[config.mk]
export PLATFORM = sky130hd
export DESIGN_NAME = linkStartSeq
export DESIGN_NICKNAME = d
export VERILOG_FILES = /design/src/rtl/linkStartSeqPkg.sv /design/src/rtl/linkStartSeqPath.sv /design/src/rtl/linkStartSeqCtrl.sv /design/src/rtl/linkStartSeq.sv
export SDC_FILE = /design/constraint.sdc
export NUM_CORES = 1
export LEC_CHECK = 0
export BUFFER_PORTS_ARGS = -buffer_cell sky130_fd_sc_hd__buf_4
export CAP_MARGIN = 10
export CORE_MARGIN = 2
export CORE_UTILIZATION = 38
export CTS_CLUSTER_DIAMETER = 40
export DETAILED_ROUTE_END_ITERATION = 8
export MAX_ROUTING_LAYER = met4
export SETUP_SLACK_MARGIN = 0.2
export SYNTH_ARGS = -nofsm -noshare
export SYNTH_HDL_FRONTEND = slang
export SYNTH_SLANG_ARGS = --single-unit
[constraint.sdc]
create_clock -name clk -period 4.05 [get_ports clk]
set_input_delay 0 -clock clk [delete_from_list [all_inputs] [get_ports clk]]
set_output_delay 0 -clock clk [all_outputs]
set_load 0.05 [all_outputs]
[src/rtl/linkStartSeqPkg.sv]
package linkStartSeqPkg;

  typedef enum logic [2:0] {
    ST_PLLRST   = 3'd0,
    ST_LOCKWAIT = 3'd1,
    ST_CLKWAIT  = 3'd2,
    ST_SLOWCNT  = 3'd3,
    ST_CONFIG   = 3'd4,
    ST_RUN      = 3'd5
  } seqState_t;

  localparam logic [1:0] MODE_HELD   = 2'd0;
  localparam logic [1:0] MODE_TRAIN  = 2'd1;
  localparam logic [1:0] MODE_NORMAL = 2'd2;

  localparam logic [1:0] FRAME_PATTERN = 2'b11;
  localparam logic [1:0] FRAME_FREE    = 2'b00;

  typedef struct packed {
    logic settleInc;
    logic settleClr;
    logic slowInc;
    logic slowClr;
    logic cfgCapture;
  } seqStrobe_t;

endpackage

[src/rtl/linkStartSeqPath.sv]
module linkStartSeqPath
  import linkStartSeqPkg::*;
#(
  parameter int SETTLE_CYCLES = 1000,
  parameter int SLOW_MIN      = 4,
  parameter int CFG_W         = 8
) (
  input  logic             clk,
  input  logic             porRst,
  input  seqStrobe_t       strobe,
  input  logic [CFG_W-1:0] cfgIn,
  output logic             settleDone,
  output logic             slowDone,
  output logic [CFG_W-1:0] cfgOut
);

  localparam int SETTLE_W = $clog2(SETTLE_CYCLES + 1);
  localparam int SLOW_W   = $clog2(SLOW_MIN + 1);
  localparam logic [SETTLE_W-1:0] SETTLE_LAST = SETTLE_W'(SETTLE_CYCLES - 1);
  localparam logic [SLOW_W-1:0]   SLOW_LAST   = SLOW_W'(SLOW_MIN - 1);

  logic [SETTLE_W-1:0] settleCnt;
  logic [SLOW_W-1:0]   slowCnt;

  always_ff @(posedge clk or posedge porRst) begin
    if (porRst)                settleCnt <= '0;
    else if (strobe.settleClr) settleCnt <= '0;
    else if (strobe.settleInc) settleCnt <= settleCnt + 1'b1;
  end

  always_ff @(posedge clk or posedge porRst) begin
    if (porRst)              slowCnt <= '0;
    else if (strobe.slowClr) slowCnt <= '0;
    else if (strobe.slowInc) slowCnt <= slowCnt + 1'b1;
  end

  always_ff @(posedge clk or posedge porRst) begin
    if (porRst)                 cfgOut <= '0;
    else if (strobe.cfgCapture) cfgOut <= cfgIn;
  end

  assign settleDone = (settleCnt == SETTLE_LAST);
  assign slowDone   = (slowCnt == SLOW_LAST);

endmodule

[src/rtl/linkStartSeqCtrl.sv]
module linkStartSeqCtrl
  import linkStartSeqPkg::*;
#(
  parameter bit IS_RX    = 1'b1,
  parameter int NUM_CLKS = 3
) (
  input  logic                clk,
  input  logic                porRst,
  input  logic                pllLocked,
  input  logic [NUM_CLKS-1:0] clkStable,
  input  logic                slowTick,
  input  logic                cfgHold,
  input  logic                linkTrained,
  input  logic                settleDone,
  input  logic                slowDone,
  output seqStrobe_t          strobe,
  output logic                pllReset,
  output logic                coreRstN,
  output logic                seqDone,
  output logic [1:0]          linkMode,
  output logic [1:0]          frameStatus,
  output logic                trainReq
);

  seqState_t state, nextState;
  logic allStable, lockLost;

  assign allStable = &clkStable;
  assign lockLost  = !pllLocked &&
                     (state inside {ST_CLKWAIT, ST_SLOWCNT, ST_CONFIG, ST_RUN});

  always_comb begin
    nextState = state;
    strobe    = '0;
    unique case (state)
      ST_PLLRST: begin
        strobe.settleInc = 1'b1;
        if (settleDone) nextState = ST_LOCKWAIT;
      end
      ST_LOCKWAIT: if (pllLocked) nextState = ST_CLKWAIT;
      ST_CLKWAIT: begin
        strobe.slowClr = 1'b1;
        if (allStable) nextState = ST_SLOWCNT;
      end
      ST_SLOWCNT: begin
        if (!allStable) nextState = ST_CLKWAIT;
        else if (slowTick) begin
          if (slowDone) nextState = ST_CONFIG;
          else          strobe.slowInc = 1'b1;
        end
      end
      ST_CONFIG: if (!cfgHold) begin
        nextState         = ST_RUN;
        strobe.cfgCapture = 1'b1;
      end
      ST_RUN: if (cfgHold) nextState = ST_CONFIG;
      default: nextState = ST_PLLRST;
    endcase
    if (state != ST_PLLRST) strobe.settleClr = 1'b1;
    if (lockLost) begin
      nextState         = ST_PLLRST;
      strobe.cfgCapture = 1'b0;
    end
  end

  always_ff @(posedge clk or posedge porRst) begin
    if (porRst) state <= ST_PLLRST;
    else        state <= nextState;
  end

  assign pllReset = (state == ST_PLLRST);
  assign coreRstN = (state == ST_CONFIG) || (state == ST_RUN);
  assign seqDone  = (state == ST_RUN);

  always_comb begin
    if (!coreRstN)                   linkMode = MODE_HELD;
    else if (seqDone && linkTrained) linkMode = MODE_NORMAL;
    else                             linkMode = MODE_TRAIN;
  end

  generate
    if (IS_RX) begin : g_rxFlavour
      assign frameStatus = (linkMode == MODE_NORMAL) ? FRAME_FREE : FRAME_PATTERN;
      assign trainReq    = 1'b0;
    end else begin : g_txFlavour
      assign frameStatus = FRAME_FREE;
      assign trainReq    = (linkMode == MODE_TRAIN);
    end
  endgenerate

endmodule

[src/rtl/linkStartSeq.sv]
module linkStartSeq
  import linkStartSeqPkg::*;
#(
  parameter bit IS_RX         = 1'b1,
  parameter int SETTLE_CYCLES = 1000,
  parameter int SLOW_MIN      = 4,
  parameter int NUM_CLKS      = 3,
  parameter int CFG_W         = 8
) (
  input  logic                clk,
  input  logic                porRst,
  input  logic                pllLocked,
  input  logic [NUM_CLKS-1:0] clkStable,
  input  logic                slowTick,
  input  logic                cfgHold,
  input  logic                linkTrained,
  input  logic [CFG_W-1:0]    cfgIn,
  output logic                pllReset,
  output logic                coreRstN,
  output logic                seqDone,
  output logic [1:0]          linkMode,
  output logic [1:0]          frameStatus,
  output logic                trainReq,
  output logic [CFG_W-1:0]    cfgOut
);

  seqStrobe_t strobe;
  logic settleDone, slowDone;

  linkStartSeqCtrl #(.IS_RX(IS_RX), .NUM_CLKS(NUM_CLKS)) u_ctrl (
    .clk(clk), .porRst(porRst), .pllLocked(pllLocked), .clkStable(clkStable),
    .slowTick(slowTick), .cfgHold(cfgHold), .linkTrained(linkTrained),
    .settleDone(settleDone), .slowDone(slowDone), .strobe(strobe),
    .pllReset(pllReset), .coreRstN(coreRstN), .seqDone(seqDone),
    .linkMode(linkMode), .frameStatus(frameStatus), .trainReq(trainReq)
  );

  linkStartSeqPath #(.SETTLE_CYCLES(SETTLE_CYCLES), .SLOW_MIN(SLOW_MIN),
                     .CFG_W(CFG_W)) u_path (
    .clk(clk), .porRst(porRst), .strobe(strobe), .cfgIn(cfgIn),
    .settleDone(settleDone), .slowDone(slowDone), .cfgOut(cfgOut)
  );

endmodule

Word-level counts from Yosys, hierarchy flattened
Index checks and enable logic that the tools add are counted.
Storage, ports and cells
  register bits after elaboration: 24
  input port bits: 17
  output and inout port bits: 16
  word-level logic and storage cells: 59
Cells by class
  add/subtract/negate cells: 2
  eq/ne operators: 15
  muxes and demuxes: 27
  reduce and logical (&&, ||, !) cells: 11
Operators by type and width (count)
  $mux 3: 11
  $mux 10: 2
  $pmux 3 s6: 1
  $add 10x1->10 const B: 1
  $eq 10x10->1 const B: 1
  $mux 1: 10
  $eq 3x2->1 const B: 3
  $ne 4x4->1 const B: 2
  $reduce_and 7->1: 1
  $eq 3x3->1 const B: 2
  $mux 2: 3
  $ne 3x1->1 const B: 2
  $ne 3x2->1 const B: 2
  $reduce_bool 2->1: 2
  $reduce_bool 4->1: 1
  $add 3x1->3 const B: 1
  $eq 3x1->1 const B: 1
  $logic_not 3->1: 1
  $ne 3x3->1 const B: 1
  $reduce_and 3->1: 1
  $reduce_bool 3->1: 1
  $eq 2x2->1 const B: 1
  $logic_and 1x1->1: 2
  $logic_not 1->1: 1
  $logic_or 1x1->1: 1

Logic depth before layout (Yosys ltp)
  depth after elaboration: 7
  mapped depth: 6
  depth with buffers taken out: 6

Hierarchy
A second synthesis with hierarchy kept.
Second synthesis, totals
  cells, all modules: 125
  area, all modules: 1258.7 um2
Modules (own cells, without submodules)
  linkStartSeqPath: times used 1, cells an instance 82, area an instance 948.4 um2, seq. area each 525.5 um2
  linkStartSeqCtrl: times used 1, cells an instance 43, area an instance 310.3 um2, seq. area each 75.1 um2

Worst setup path after synthesis
OpenSTA, ideal clock, no wires.
  path type: register to output
  start: reg u_ctrl.state[1]
  end: out frameStatus[1]
  arrival time: 1998 ps
  data required time: 4050 ps
  path slack: 2052 ps
  cell stages (with the launch flop): 6
  path buffers: 1
  path through: dfrtp_1 nand2b_2 inv_1 and3_2 inv_1 buf_4
On the way
  elaborated cells between the ends (all ways): 8
  classes of those cells: eq/ne (3); mux (3); reduce/logical (2)
RTL lines
  start: declaration: line linkStartSeqCtrl.sv:25  | seqState_t state, nextState;
  start signal: assignment: line linkStartSeqCtrl.sv:68  | else state <= nextState;
  $eq 3x3->1: line linkStartSeqCtrl.sv:72  | assign coreRstN = (state == ST_CONFIG) || (state == ST_RUN);
  $logic_or 1x1->1 *: line linkStartSeqCtrl.sv:72
  named net coreRstN: line linkStartSeq.sv:19  | output logic coreRstN,
  $mux 2 *: line linkStartSeqCtrl.sv:76  | if (!coreRstN) linkMode = MODE_HELD;
  named net linkMode[1]: line linkStartSeq.sv:21  | output logic [1:0] linkMode,
  $eq 2x2->1 *: line linkStartSeqCtrl.sv:83  | assign frameStatus = (linkMode == MODE_NORMAL) ? FRAME_FREE : FRAME_PATTERN;
  $mux 2 *: line linkStartSeqCtrl.sv:83
  end: declaration: line linkStartSeq.sv:22  | output logic [1:0] frameStatus,
Mark *: on every way through the listed nets, which the timed path passes. The rest lies on a longest branch.

Worst setup path in the final report
  start: reg u_ctrl.state[0]
  end: out pllReset
On the way
  word-level cells in the longest chain between the ends: 1
RTL lines
  $logic_not 3->1: line linkStartSeqCtrl.sv:71  | assign pllReset = (state == ST_PLLRST);
  end: declaration: line linkStartSeq.sv:18  | output logic pllReset,
Every way passes these cells.

==> flow_summary.ini <==
[sta]
slew_headroom = 0.404
worst_slew_pin_slew_ps = 892
final.period_utilization = 0.446
hold_violations = 0
fin_tns_setup_ps = 0
finClkSkew_ps = 3.95
setup_viol = 0
period_needed_ps = 1800
setup_slack_ps = 2250
fin_hold_ws_ps = 90.4
fmax_mhz = 554
final_max_slew_viol_count = 0
rsz0062_at_grt = no

[hold_path]
min_path_type = input pin to flop

[routing]
vias = 952
route.detailed.drc = 0
dr.pass1.iters = 4
viasPerCell = 4.83
wl_per_cell_um = 12.4
final_antenna_net_count = 0
wl_um = 2440
drt_first_iter_violations = 37

[synth]
synth.avg_cell_area_um2 = 10.8
seq_area_frac_synth = 0.486
synth_area_leaders = dfrtp_1 (49%), mux2_2 (7.3%), nor2_1 (3.9%)
synth-edff-count = 0
synthTopCellsByCount = dfrtp_1 (24), nor2_1 (13), mux2_2 (8)
synth_top_area_share = 0.486
synth_most_common_cell = dfrtp_1
synthArstFlopShare = 1.00
ys_seq_elements = 24
synth_area_um2 = 1240
netlist.top_cell.by_area = dfrtp_1
syn_inst = 114
ys_types = 41
syn-num-nets = 134
yosysWarnings = 0
synth_top_flop_cell = dfrtp_1

[status]
outcome = finished, final reports clean

[clock_network]
clk_pin_slew_worst_paths_ps = 130
clock_sinks = 24
h-tree-depth = 1
cts_hold_buf = 10
cts_setup_buffers = 0
clock_latency_ps = 320
cts_resized = 0
tritoncts = built
cts-root-buf = clkbuf_4
clk_path_buf_depth = 2
numCtsBuffers = 3

[setup_path]
worstPathMaxFanout = 13
arrival_ps = 1800
worstSetupStartpointType = flop
critical_path_class = flop to output pin
cp-end-kind = output pin
reg2reg_slack_ps = 2410
crit_required_ps = 4050

[finish]
nNetsFinal = 174
multi_input_area_um2 = 572
layout-drive-gt1-share = 0.333
seq_area_um2 = 601
fill_cells = 292
syn_to_final_growth_pct = 32.3
antennaDiodeCount = 0

[placed_design]
io_buffers = 31
hpwl_um = 1840
place_ws_ps = 2380
place_congestion = 0.768

[pwr]
p_leak_nw = 0.784
p_per_area_nw_per_um2 = 285
ir_drop_mv = 0.164

[job]
max_cap_viol_count = 0

[floorplan]
initial_utilization = 0.402
die_h_um = 61.0
die_w_um = 61.0
num_rows = 20
die_area_um2 = 3730
core_um2 = 3080
io_pins = 33

[grt]
track_usage = 0.161
antenna_found_initial = 0
grt_pass1_wl_um = 4270
grt_overflow_total = 0
grt_max_degree = 25
grt_pass1_vias = 968
report_power, final:
part           switching, mW  total, mW  internal, mW
combinational         0.0256     0.0482        0.0226
sequential           0.00160      0.244         0.243
clock                 0.0732      0.173         0.100
total                  0.100      0.466         0.365
metal layers:
layer	vias up	wire (µm)	global-route usage
met5	-	0	-
met3	4	109	0.0252
met4	0	46	0.0745
met2	28	1150	0.252
li1	474	-	-
met1	446	1130	0.205
flip-flops by register name, summed over array words and instances, names as in the netlist:
| signal | count |
|---|---|
| u_ctrl.state | 3 |
| u_path.cfgOut | 8 |
| u_path.settleCnt | 10 |
| u_path.slowCnt | 3 |
cell families after synthesis:
group / after synthesis / synth area share
AND/OR/NAND/NOR: 43 / 0.213
flip-flops: 24 / 0.486
other: 1 / 0.00303
AO/OA/AOI/OAI: 12 / 0.0638
XOR/XNOR: 9 / 0.0638
multiplexers: 9 / 0.0810
buffers and inverters: 12 / 0.0516
adder cells (fa/ha/maj): 4 / 0.0385
path summary, 6_finish.rpt:
| kind | to | cells after the start | from |
|---|---|---|---|
| worst min-delay path | u_ctrl.state[2] | 4 | slowTick |
| max in group asynchronous | u_ctrl.state[0] | 3 | porRst |
| min in group asynchronous | u_path.cfgOut[5] | 3 | porRst |
| worst max-delay path | pllReset | 3 | u_ctrl.state[0] |
| worst min register to register | u_path.settleCnt[0] | 1 | u_path.settleCnt[0] |
| worst max register to register | u_path.cfgOut[0] | 3 | u_ctrl.state[1] |
worst max-delay path, cell delays in order, from the launching register on:
cell	delay, ps
dfrtp_1	550
or3_2	640
inv_1	110
buf_4	200
through the flow:
stage               cells  utilization  instance area, µm²  total power [mW]
floorplan             114            -                1240             0.270
global placement      183        0.482                1480             0.289
detailed placement    183        0.482                1480             0.290
CTS                   197        0.531                1640             0.473
global route          197        0.531                1640             0.488
finish                197        0.531                1640             0.466
cells in the final DEF (no fill, tap or decap), drive strengths merged, types with 2 or more instances in the layout:
| master | Yosys | final |
|---|---|---|
| nor2 | 13 | 13 |
| ha | 3 | 3 |
| mux2 | 8 | 8 |
| dlygate4sd3 | 0 | 10 |
| nor3 | 2 | 2 |
| nand2 | 3 | 3 |
| dfrtp | 24 | 24 |
| buf | 5 | 31 |
| a21oi | 4 | 4 |
| xnor2 | 5 | 5 |
| nand3 | 5 | 5 |
| and3 | 5 | 5 |
| and4 | 2 | 2 |
| and2 | 3 | 3 |
| nand4b | 2 | 2 |
| clkbuf | 1 | 3 |
| xor2 | 4 | 4 |
| inv | 6 | 6 |
| or3 | 2 | 2 |
layout make-up:
class	instances	share of cell area
well taps	44	0.0337
multi-input cells	78	0.350
clock buffers	3	0.0138
clock inverters	1	0.0184
flip-flops and latches	24	0.367
inverters	6	0.0138
repair buffers	41	0.204
No activity file was read; power rests on OpenSTA's default activity.
